## config.mk

```make
export PLATFORM = sky130hd
export DESIGN_NAME = wbuf_policy_ctrl
export DESIGN_NICKNAME = d
export VERILOG_FILES = /design/src/rtl/wbuf_policy_ctrl.sv
export SDC_FILE = /design/constraint.sdc
export NUM_CORES = 1
export LEC_CHECK = 0
export BUFFER_PORTS_ARGS = -buffer_cell sky130_fd_sc_hd__buf_2
export CAP_MARGIN = 10
export CORE_MARGIN = 5
export CORE_UTILIZATION = 50
export DETAILED_ROUTE_END_ITERATION = 10
export PLACE_DENSITY = 0.7
export SETUP_SLACK_MARGIN = 0.02
export SLEW_MARGIN = 20
export SYNTH_ARGS = -nofsm -noshare
export SYNTH_HDL_FRONTEND = slang
export SYNTH_SLANG_ARGS = --single-unit
```

## constraint.sdc

```tcl
create_clock -name clk -period 8.8 [get_ports clk]
set_input_delay 1.76 -clock clk [delete_from_list [all_inputs] [get_ports clk]]
set_output_delay 1.76 -clock clk [all_outputs]
set_load 0.05 [all_outputs]
```

## src/rtl/wbuf_policy_ctrl.sv

```systemverilog
module wbuf_policy_ctrl #(
  parameter int REGIONS = 8,
  parameter int DEPTH = 16,
  parameter int AW = 32,
  parameter int DW = 32,
  localparam int RW = $clog2(REGIONS),
  localparam int PW = $clog2(DEPTH),
  localparam int BW = DW / 8
) (
  input  logic               clk,
  input  logic               rst_n,
  input  logic               prot_en,
  input  logic               dcache_en,
  input  logic [REGIONS-1:0] cache_mask,
  input  logic [REGIONS-1:0] buf_mask,
  input  logic               req_valid,
  input  logic               req_write,
  input  logic               req_swap,
  input  logic [RW-1:0]      req_region,
  input  logic               req_hit,
  input  logic [AW-1:0]      req_addr,
  input  logic [DW-1:0]      req_data,
  input  logic [BW-1:0]      req_be,
  input  logic               fill_req,
  output logic               fill_grant,
  output logic               cpu_stall,
  output logic               line_upd,
  output logic               line_dirty,
  output logic               mem_valid,
  output logic [AW-1:0]      mem_addr,
  output logic [DW-1:0]      mem_data,
  output logic [BW-1:0]      mem_be,
  input  logic               mem_ready
);

  logic [AW-1:0] q_addr [DEPTH];
  logic [DW-1:0] q_data [DEPTH];
  logic [BW-1:0] q_be   [DEPTH];
  logic [PW-1:0] wr_ptr, rd_ptr;
  logic [PW:0]   count;

  logic eff_b, eff_c, wr, direct, push_want, push, pop, empty, full, rd_drain;

  assign eff_b = buf_mask[req_region] & prot_en;
  assign eff_c = cache_mask[req_region] & dcache_en & prot_en;
  assign wr    = req_valid & req_write;

  assign empty = (count == '0);
  assign full  = (count == (PW+1)'(DEPTH));

  assign direct    = wr & ~eff_c & (~eff_b | req_swap);
  assign push_want = wr & ~direct & ~(eff_b & eff_c & req_hit);
  assign rd_drain  = req_valid & ~req_write & eff_b & ~eff_c & ~empty;

  assign cpu_stall = (push_want & full)
                   | (direct & ~(empty & mem_ready))
                   | rd_drain;

  assign push = push_want & ~full;
  assign pop  = ~empty & mem_ready;

  assign line_upd   = wr & eff_c & req_hit & ~cpu_stall;
  assign line_dirty = eff_b;

  assign fill_grant = fill_req & empty;

  assign mem_valid = ~empty | direct;
  assign mem_addr  = empty ? req_addr : q_addr[rd_ptr];
  assign mem_data  = empty ? req_data : q_data[rd_ptr];
  assign mem_be    = empty ? req_be   : q_be[rd_ptr];

  function automatic logic [PW-1:0] nxt(input logic [PW-1:0] p);
    return (p == PW'(DEPTH-1)) ? '0 : p + 1'b1;
  endfunction

  always_ff @(posedge clk) begin
    if (!rst_n) begin
      wr_ptr <= '0;
      rd_ptr <= '0;
      count  <= '0;
    end else begin
      if (push) wr_ptr <= nxt(wr_ptr);
      if (pop)  rd_ptr <= nxt(rd_ptr);
      case ({push, pop})
        2'b10:   count <= count + 1'b1;
        2'b01:   count <= count - 1'b1;
        default: count <= count;
      endcase
    end
  end

  always_ff @(posedge clk) begin
    if (push) begin
      q_addr[wr_ptr] <= req_addr;
      q_data[wr_ptr] <= req_data;
      q_be[wr_ptr]   <= req_be;
    end
  end

endmodule


```

==> results of run 1 <==
## area by class of cell
class | count | area, um2 | share of cell area, %
diodes | 3 | 7.51 | 0.0154
clock buffers | 125 | 2720 | 5.59
clock inverters | 63 | 719 | 1.48
inverters | 11 | 41.3 | 0.0848
multi-input cells | 662 | 9520 | 19.6
flip-flops and latches | 1105 | 33000 | 67.8
well taps | 1144 | 1430 | 2.94
repair buffers | 211 | 1240 | 2.54
## how the worst max path moves through the flow
stage	start	end	slack (ps)	cells after the start
4_1_cts	count[1]$_SDFFE_PN0P_	mem_data[31]	2810	6
6_report	count[1]$_SDFFE_PN0P_	mem_data[31]	2860	6
3_3_place_gp	req_region[1]	count[4]$_SDFFE_PN0P_	3050	15
2_1_floorplan	req_region[0]	q_addr[0][0]$_DFFE_PP_	1270	8
3_5_place_dp	req_region[1]	count[4]$_SDFFE_PN0P_	2940	15
5_1_grt	count[1]$_SDFFE_PN0P_	mem_data[31]	2590	6
## logic make-up after synthesis
logic type,count (synthesis),synth area share [%]
adder cells (fa/ha/maj),9,0.263
XOR/XNOR,6,0.123
flip-flops,1105,77.0
buffers and inverters,113,1.08
AO/OA/AOI/OAI,31,0.499
AND/OR/NAND/NOR,267,2.83
multiplexers,349,18.2
## worst min-delay path, delay by kind of cell (launching register included)
kind / cells / cell delay [ps]
DFF: 1 / 340
muxes: 1 / 60
and+or+nand+nor: 1 / 80
## state kept, by name, summed over array words and instances (netlist names), named ones only
| signal | flops |
|---|---|
| q_addr | 512 |
| q_data | 512 |
| q_be | 64 |
| count | 5 |
| rd_ptr | 4 |
| wr_ptr | 4 |
## through the flow
step | setup slack, ps | instance area, um2 | util, % | std cells | hold WS [ps]
floorplan | 1270 | 42800 | - | 1880 | 471
global placement | 3050 | 45300 | 53.2 | 3133 | 483
detailed placement | 2940 | 45300 | 53.2 | 3133 | 511
CTS | 2810 | 48700 | 57.2 | 3321 | 521
global route | 2590 | 48700 | 57.2 | 3321 | 545
finish | 2860 | 48700 | 57.2 | 3324 | 535
## synth_stat cells, types with 4 or more instances
cell type | number | area (um2)
clkbuf_1 | 70 | 263
inv_1 | 11 | 41.3
nor4_2 | 12 | 150
xor2_1 | 4 | 35.0
a21oi_1 | 5 | 25.0
or3_1 | 4 | 25.0
nor2b_1 | 5 | 31.3
and2_1 | 5 | 31.3
nand2_1 | 217 | 815
a21boi_0 | 5 | 37.5
nor2_1 | 4 | 15.0
edfxtp_1 | 1088 | 32700
mux2i_1 | 4 | 40.0
buf_1 | 17 | 63.8
nand3_1 | 8 | 40.0
mux4_2 | 341 | 7680
buf_2 | 12 | 60.1
o21ai_0 | 5 | 25.0
dfxtp_1 | 17 | 340
ha_1 | 9 | 113
## routing by layer
metal  GRT usage [%]  vias to the layer above  routed length (um)
li1                -                     8345                   -
met4            4.73                        4                1630
met2            34.3                      823               47600
met1            29.0                    10656               37500
met5               0                        -                  22
met3            3.70                      120                6680
## power by group through the flow
stage | combinational, mW | clock (mW) | sequential, mW
2_1_floorplan | 2.32 | 0 | 5.92
3_3_place_gp | 3.10 | 0 | 5.98
3_5_place_dp | 3.12 | 0 | 5.98
4_1_cts | 3.13 | 4.59 | 5.87
5_1_grt | 3.28 | 4.85 | 5.87
6_report | 3.08 | 4.52 | 5.86
==> flow_summary_export.csv, run 1 <==
group,metric,value,unit
synth,async_reset_ff_share,0,%
power_and_ir_drop,p_leak,15.2,nW
final_layout,nFillCells,6147,
setup_path,r2r_setup_slack,4630,ps
sta,finalSetupViolations,0,
detailed_routing,drt_pass1_iterations,5,
synth,syn-num-nets,1986,
setup_path,required,7040,ps
die,pin_count,170,
place,port_buffers,169,
cts,path_clk_slew,70,ps
synth,netlist_instances,1880,
sta,drv_slew,0,
run_status,status,"completed",
sta,rsz0062_at_grt,"false",
synth,yosys_most_used_dff,"edfxtp_1",
sta,min_period,5940,ps
synth,post_synth.cell_area_avg,22.8,um2
sta,timing.slew.headroom,23.8,%
cts,cts-root-buf,"clkbuf_16",
sta,period_share,67.5,%
global_routing,grt_usage,20.6,%
cts,cts_resized,0,
die,num_rows,107,
final_layout,nets,2201,
sta,finalHoldViolCount,0,
die,start_util,50.3,%
power_and_ir_drop,p_clk_share,33.6,%
synth,ys_warn_count,0,
setup_path,critPathLaunchType,"register",
die,die_w,303,um
die,die_h,303,um
final_layout,drive_gt1_share,33.3,%
cts,clockBufferDepth,3,
synth,yosysUniqueCellTypes,49,
sta,fmax,168,MHz
power_and_ir_drop,p_sw_share,29.5,%
detailed_routing,wl_per_cell,28.1,um
hold_path,hp-start,"wr_ptr[0]$_SDFFE_PN0P_",
final_layout,final_cell_mix,"edfxtp_1 (1088), mux4_2 (341), nand2_1 (217)",
power_and_ir_drop,ir_worst_vdd,0.178,mV
setup_path,crit_top_cell,"nand2_1",
detailed_routing,drc_errors,0,
hold_path,hold_class,"reg -> reg",
detailed_routing,viasPerCell,6.00,
hold_path,hold_end,"wr_ptr[0]$_SDFFE_PN0P_",
synth,synth.cell_area,42800,um2
synth,synth_edf_count,1088,
detailed_routing,antenna_left,0,
detailed_routing,vias,19948,
die,die_area,91700,um2
power_and_ir_drop,power.total,13.5,mW
final_layout,syn2layout_area_growth,13.7,%
detailed_routing,drt-initial-drc-count,1956,
global_routing,grt_max_degree,144,
place,gp_congestion,0.731,
die,core,85100,um2
setup_path,crit_type,"reg -> out",
detailed_routing,drt-total-wl,93400,um
sta,tightest_slew,1130,ps
setup_path,max_stage_delay,920,ps
global_routing,grt_pass1_wl,139000,um
cts,cts_buffers,104,
job,drv_cap,0,
synth,synth-seq-cells,1105,
global_routing,first_global_vias,20938,
global_routing,overflow,0,
cts,insertion_delay,660,ps
sta,setup_tns,0,ps
cts,htreeDepth,3,
setup_path,setup.worst_path.end_class,"primary output",
final_layout,layout_commonest_cell,"edfxtp_1",
synth,yosysSeqAreaShare,77.0,%
setup_path,cp_slowest_cell,"nor2b_4",
setup_path,crit_chain,"nor4_1 -> nor2b_4 -> buf_4 -> nand2_1 -> nand2_1 -> buf_2",
setup_path,r2r_start,"count[1]$_SDFFE_PN0P_",
setup_path,rr_endpoint,"count[4]$_SDFFE_PN0P_",
power_and_ir_drop,power_density,276,nW/um2
setup_path,crit_fanout,43,
setup_path,worst-r2r-cell-count,12,
setup_path,critPathBufInv,2,
sta,final.setup_skew,18.6,ps
cts,cts_hold_buf,0,
hold_path,min_path_cells,2,
place,hpwl,48000,um
power_and_ir_drop,p_int,9.48,mW
power_and_ir_drop,power_frac_seq,43.6,%
cts,cts_tree,"built",
global_routing,antenna_found_initial,6,
cts,cts_setup_buffers,0,
setup_path,critPathTopFamily,"simple AND/OR/NAND/NOR gates",
power_and_ir_drop,switchingPower,3.98,mW
power_and_ir_drop,combPwrFrac,22.9,%
setup_path,critPathArrivalTime,4180,ps
cts,cts_sinks,1105,
Note: power is estimated with default switching activity, not from simulation.
==> run 2, diff against run 1 <==
Settings changed: PLACE_DENSITY 0.7 to 0.72.
Clock period 8.8 ns to 5.2 ns, I/O delays scaled along.
==> flow_summary_export.csv, run 2 (same netlist as run 1, synthesis figures left out) <==
group,metric,value,unit
final_layout,reg_top3,"q_addr: 512 flops, q_data: 512 flops, q_be: 64 flops",
place,pre_cts_ws,629,ps
setup_path,cp_slowest_cell,"dfxtp_4",
setup_path,critPathLaunchType,"register",
global_routing,grt_max_degree,81,
sta,rsz0062_at_grt,"false",
die,pin_count,170,
detailed_routing,viasPerCell,5.98,
sta,finalSetupViolations,0,
setup_path,required,4160,ps
sta,final.setup_skew,21.1,ps
detailed_routing,drt-initial-drc-count,2083,
setup_path,max_stage_delay,750,ps
cts,cts_setup_buffers,0,
sta,period_share,85.3,%
global_routing,grt_usage,20.3,%
sta,min_period,4430,ps
die,die_h,303,um
die,start_util,50.3,%
setup_path,crit_type,"reg -> out",
setup_path,r2r_setup_slack,1590,ps
detailed_routing,wl_per_cell,27.6,um
hold_path,hold_class,"reg -> reg",
cts,cts_buffers,104,
place,place_inst,3145,
detailed_routing,antenna_left,0,
sta,fmax,226,MHz
die,die_area,91700,um2
die,die_w,303,um
job,drv_cap,0,
cts,clockBufferDepth,3,
power_and_ir_drop,p_leak,15.4,nW
final_layout,syn2layout_area_growth,14.7,%
final_layout,layout_commonest_cell,"edfxtp_1",
global_routing,grt_pass1_wl,138000,um
detailed_routing,drt-total-wl,92200,um
die,num_rows,107,
cts,htreeDepth,3,
sta,fin_ws,767,ps
cts,cts_sinks,1105,
cts,cts_tree,"built",
sta,finalHoldViolCount,0,
final_layout,drive_gt1_share,34.0,%
setup_path,critPathArrivalTime,3390,ps
power_and_ir_drop,power_density,466,nW/um2
power_and_ir_drop,ir_worst_vdd,0.398,mV
sta,drv_slew,0,
global_routing,overflow,0,
setup_path,crit_chain,"buf_12 -> mux4_2 -> mux4_2 -> nand2_1 -> nand2_1 -> buf_2",
detailed_routing,drc_errors,0,
place,gp_congestion,0.785,
power_and_ir_drop,power.total,22.9,mW
cts,cts_hold_buf,0,
detailed_routing,vias,19952,
cts,cts-root-buf,"clkbuf_16",
final_layout,nets,2213,
die,core,85100,um2
run_status,status,"completed",
cts,path_clk_slew,60,ps
final_layout,final_cell_mix,"edfxtp_1 (1088), mux4_2 (341), nand2_1 (217)",
sta,timing.slew.headroom,26.6,%
global_routing,antenna_found_initial,5,
sta,tightest_slew,1100,ps
place,port_buffers,169,
global_routing,first_global_vias,20977,
place,hpwl,48800,um
cts,insertion_delay,660,ps
sta,setup_tns,0,ps
final_layout,fin_cells,3338,
setup_path,setup.worst_path.end_class,"primary output",
cts,cts_resized,0,
detailed_routing,drt_pass1_iterations,5,
setup_path,crit_fanout,41,
==> run 2: power by group <==
part,total [mW],switching [mW],internal (mW)
clock network,7.73,3.18,4.55
registers,9.90,0.0862,9.81
logic,5.29,3.45,1.83
total,22.9,6.72,16.2
==> run 2: layout make-up <==
type	instances	area (um2)
multi-input combinational	662	9520
tap	1144	1430
clock buffer	117	2720
timing repair buffer	223	1600
inverter	11	41.3
antenna	1	2.50
fill	6077	36000
clock inverter	75	811
sequential	1105	33000
==> run 2: per-layer routing <==
metal,vias up,track usage [%],wire [um]
met5,-,0,34
met4,6,3.80,1210
met3,111,3.38,6360
met2,747,34.0,47000
met1,10725,29.0,37600
li1,8363,-,-
==> run 2: stage by stage <==
| step | hold WS, ps | cell area [um2] | utilization [%] |
|---|---|---|---|
| after floorplan | 471 | 43000 | - |
| after global placement | 481 | 45600 | 53.6 |
| after detailed placement | 515 | 45600 | 53.6 |
| after CTS | 522 | 49200 | 57.7 |
| after global routing | 534 | 49200 | 57.7 |
| final | 525 | 49200 | 57.7 |
==> run 2: final timing paths <==
check                    startpoint                     end  cells after the start
min          wr_ptr[0]$_SDFFE_PN0P_  wr_ptr[0]$_SDFFE_PN0P_                      2
min reg2reg  wr_ptr[0]$_SDFFE_PN0P_  wr_ptr[0]$_SDFFE_PN0P_                      2
max reg2reg   count[1]$_SDFFE_PN0P_   count[4]$_SDFFE_PN0P_                     12
max                        register            mem_data[24]                      6
==> run 2: worst max-delay path: cells and delay by family, from the launching register on <==
| kind | cells | cell delay (ps) |
|---|---|---|
| DFF | 1 | 750 |
| and+or+nand+nor | 2 | 280 |
| buffers and inverters | 2 | 610 |
| muxes | 2 | 1050 |
==> run 3, diff against run 2 <==
Settings changed: PLACE_DENSITY 0.72 to 0.76, RECOVER_POWER set to 100.
==> flow_summary_export.csv, run 3 (same netlist as run 1, synthesis figures left out) <==
group,metric,value,unit
sta,period_share,93.1,%
place,port_buffers,169,
cts,path_clk_slew,60,ps
final_layout,nFillCells,6096,
global_routing,grt_max_degree,87,
final_layout,drive_gt1_share,26.7,%
cts,cts-root-buf,"clkbuf_16",
die,die_area,91700,um2
cts,cts_tree,"built",
final_layout,design_area,48400,um2
detailed_routing,drt-initial-drc-count,2485,
cts,cts_setup_buffers,0,
final_layout,syn2layout_area_growth,12.9,%
run_status,status,"finished with violations",
place,gp_congestion,0.754,
sta,fin_ws,359,ps
die,core,85100,um2
global_routing,busiest_layer,"met2",
final_layout,multiInputGateArea,9320,um2
detailed_routing,drc_errors,0,
setup_path,critPathLaunchType,"register",
sta,setup_tns,0,ps
sta,finalSetupViolations,0,
die,pin_count,170,
place,hpwl,48900,um
global_routing,grt_use_met2,36.3,%
cts,htreeDepth,3,
setup_path,crit_fanout,32,
setup_path,setup.worst_path.end_class,"primary output",
die,die_h,303,um
final_layout,reg_top3,"q_addr: 512 flops, q_data: 512 flops, q_be: 64 flops",
die,num_rows,107,
detailed_routing,viasPerCell,6.10,
sta,timing.slew.headroom,-27.6,%
sta,fmax,207,MHz
sta,finalHoldViolCount,0,
global_routing,antenna_found_initial,9,
place,placed_cell_area,45500,um2
place,pre_cts_ws,467,ps
power_and_ir_drop,power_density,470,nW/um2
cts,cts_buffers,106,
sta,rsz0062_at_grt,"false",
cts,insertion_delay,670,ps
global_routing,use_met3,3.94,%
job,drv_cap,11,
sta,min_period,4840,ps
final_layout,final_cell_mix,"edfxtp_1 (1088), mux4_2 (341), nand2_1 (217)",
hold_path,hold_class,"reg -> reg",
global_routing,grt_usage,21.1,%
detailed_routing,wl_per_cell,28.7,um
final_layout,regArea,33000,um2
run_status,failed_checks,"max-capacitance violations, max-slew violations",
power_and_ir_drop,ir_worst_vdd,0.311,mV
cts,cts_hold_buf,0,
power_and_ir_drop,p_leak,14.8,nW
final_layout,nets,2212,
global_routing,grt_pass1_wl,143000,um
setup_path,r2r_setup_slack,1080,ps
sta,drv_slew,466,
setup_path,required,4160,ps
sta,tightest_slew,1910,ps
global_routing,first_global_vias,21500,
sta,final.setup_skew,24.8,ps
detailed_routing,antenna_left,0,
cts,clockBufferDepth,3,
detailed_routing,vias,20407,
detailed_routing,drt-total-wl,96100,um
final_layout,layout_commonest_cell,"edfxtp_1",
cts,cts_resized,0,
die,start_util,50.3,%
global_routing,overflow,0,
die,die_w,303,um
cts,cts_sinks,1105,
setup_path,critPathArrivalTime,3800,ps
detailed_routing,drt_pass1_iterations,5,
power_and_ir_drop,power.total,22.8,mW
setup_path,crit_type,"reg -> out",
global_routing,grt.met1_usage,28.6,%
[run 3: cell count changes in the layout (fill, tap and decap cells not counted), sizes merged, moves of 3 or more]
cell	delta
diode	+4
inv	+6
buf	-166
bufinv	-3
clkbuf	+173
clkinv	-7
[run 3: through the flow]
stage,hold WS (ps),util (%),instances
floorplan,471,-,1880
global placement,483,53.4,3142
detailed placement,508,53.4,3142
CTS,516,57.5,3339
global route,537,56.8,3341
finish,517,56.8,3344
[run 3: final timing paths]
check,from,end,depth (start not counted)
min reg2reg,wr_ptr[1]$_SDFFE_PN0P_,wr_ptr[1]$_SDFFE_PN0P_,2
max reg2reg,count[1]$_SDFFE_PN0P_,count[4]$_SDFFE_PN0P_,13
min,wr_ptr[1]$_SDFFE_PN0P_,wr_ptr[1]$_SDFFE_PN0P_,2
max,count[1]$_SDFFE_PN0P_,mem_data[20],6
[run 3: final cells by class]
type / count / share of cell area [%]
tap: 1144 / 2.96
antenna: 5 / 0.0259
timing repair buffer: 220 / 2.26
inverter: 11 / 0.0853
multi-input combinational: 662 / 19.3
clock buffer: 127 / 5.69
sequential: 1105 / 68.2
clock inverter: 70 / 1.48
[run 3: routing by layer]
layer	part of all wire (%)	vias up
met2	52	993
li1	-	8358
met5	0.042	-
met1	39	10923
met3	7.8	127
met4	1.8	6
[run 3: critical path, cell delays in order (launching register included)]
cell	delay, ps
dfxtp_1	400
nor4_1	760
nor2b_4	720
buf_12	320
nand2_1	100
nand2_1	260
clkbuf_1	530
[run 3: power by group]
| part | switching [mW] | internal (mW) | total [mW] |
|---|---|---|---|
| clock | 3.24 | 4.43 | 7.67 |
| combinational | 3.54 | 1.68 | 5.22 |
| sequential | 0.0583 | 9.81 | 9.87 |
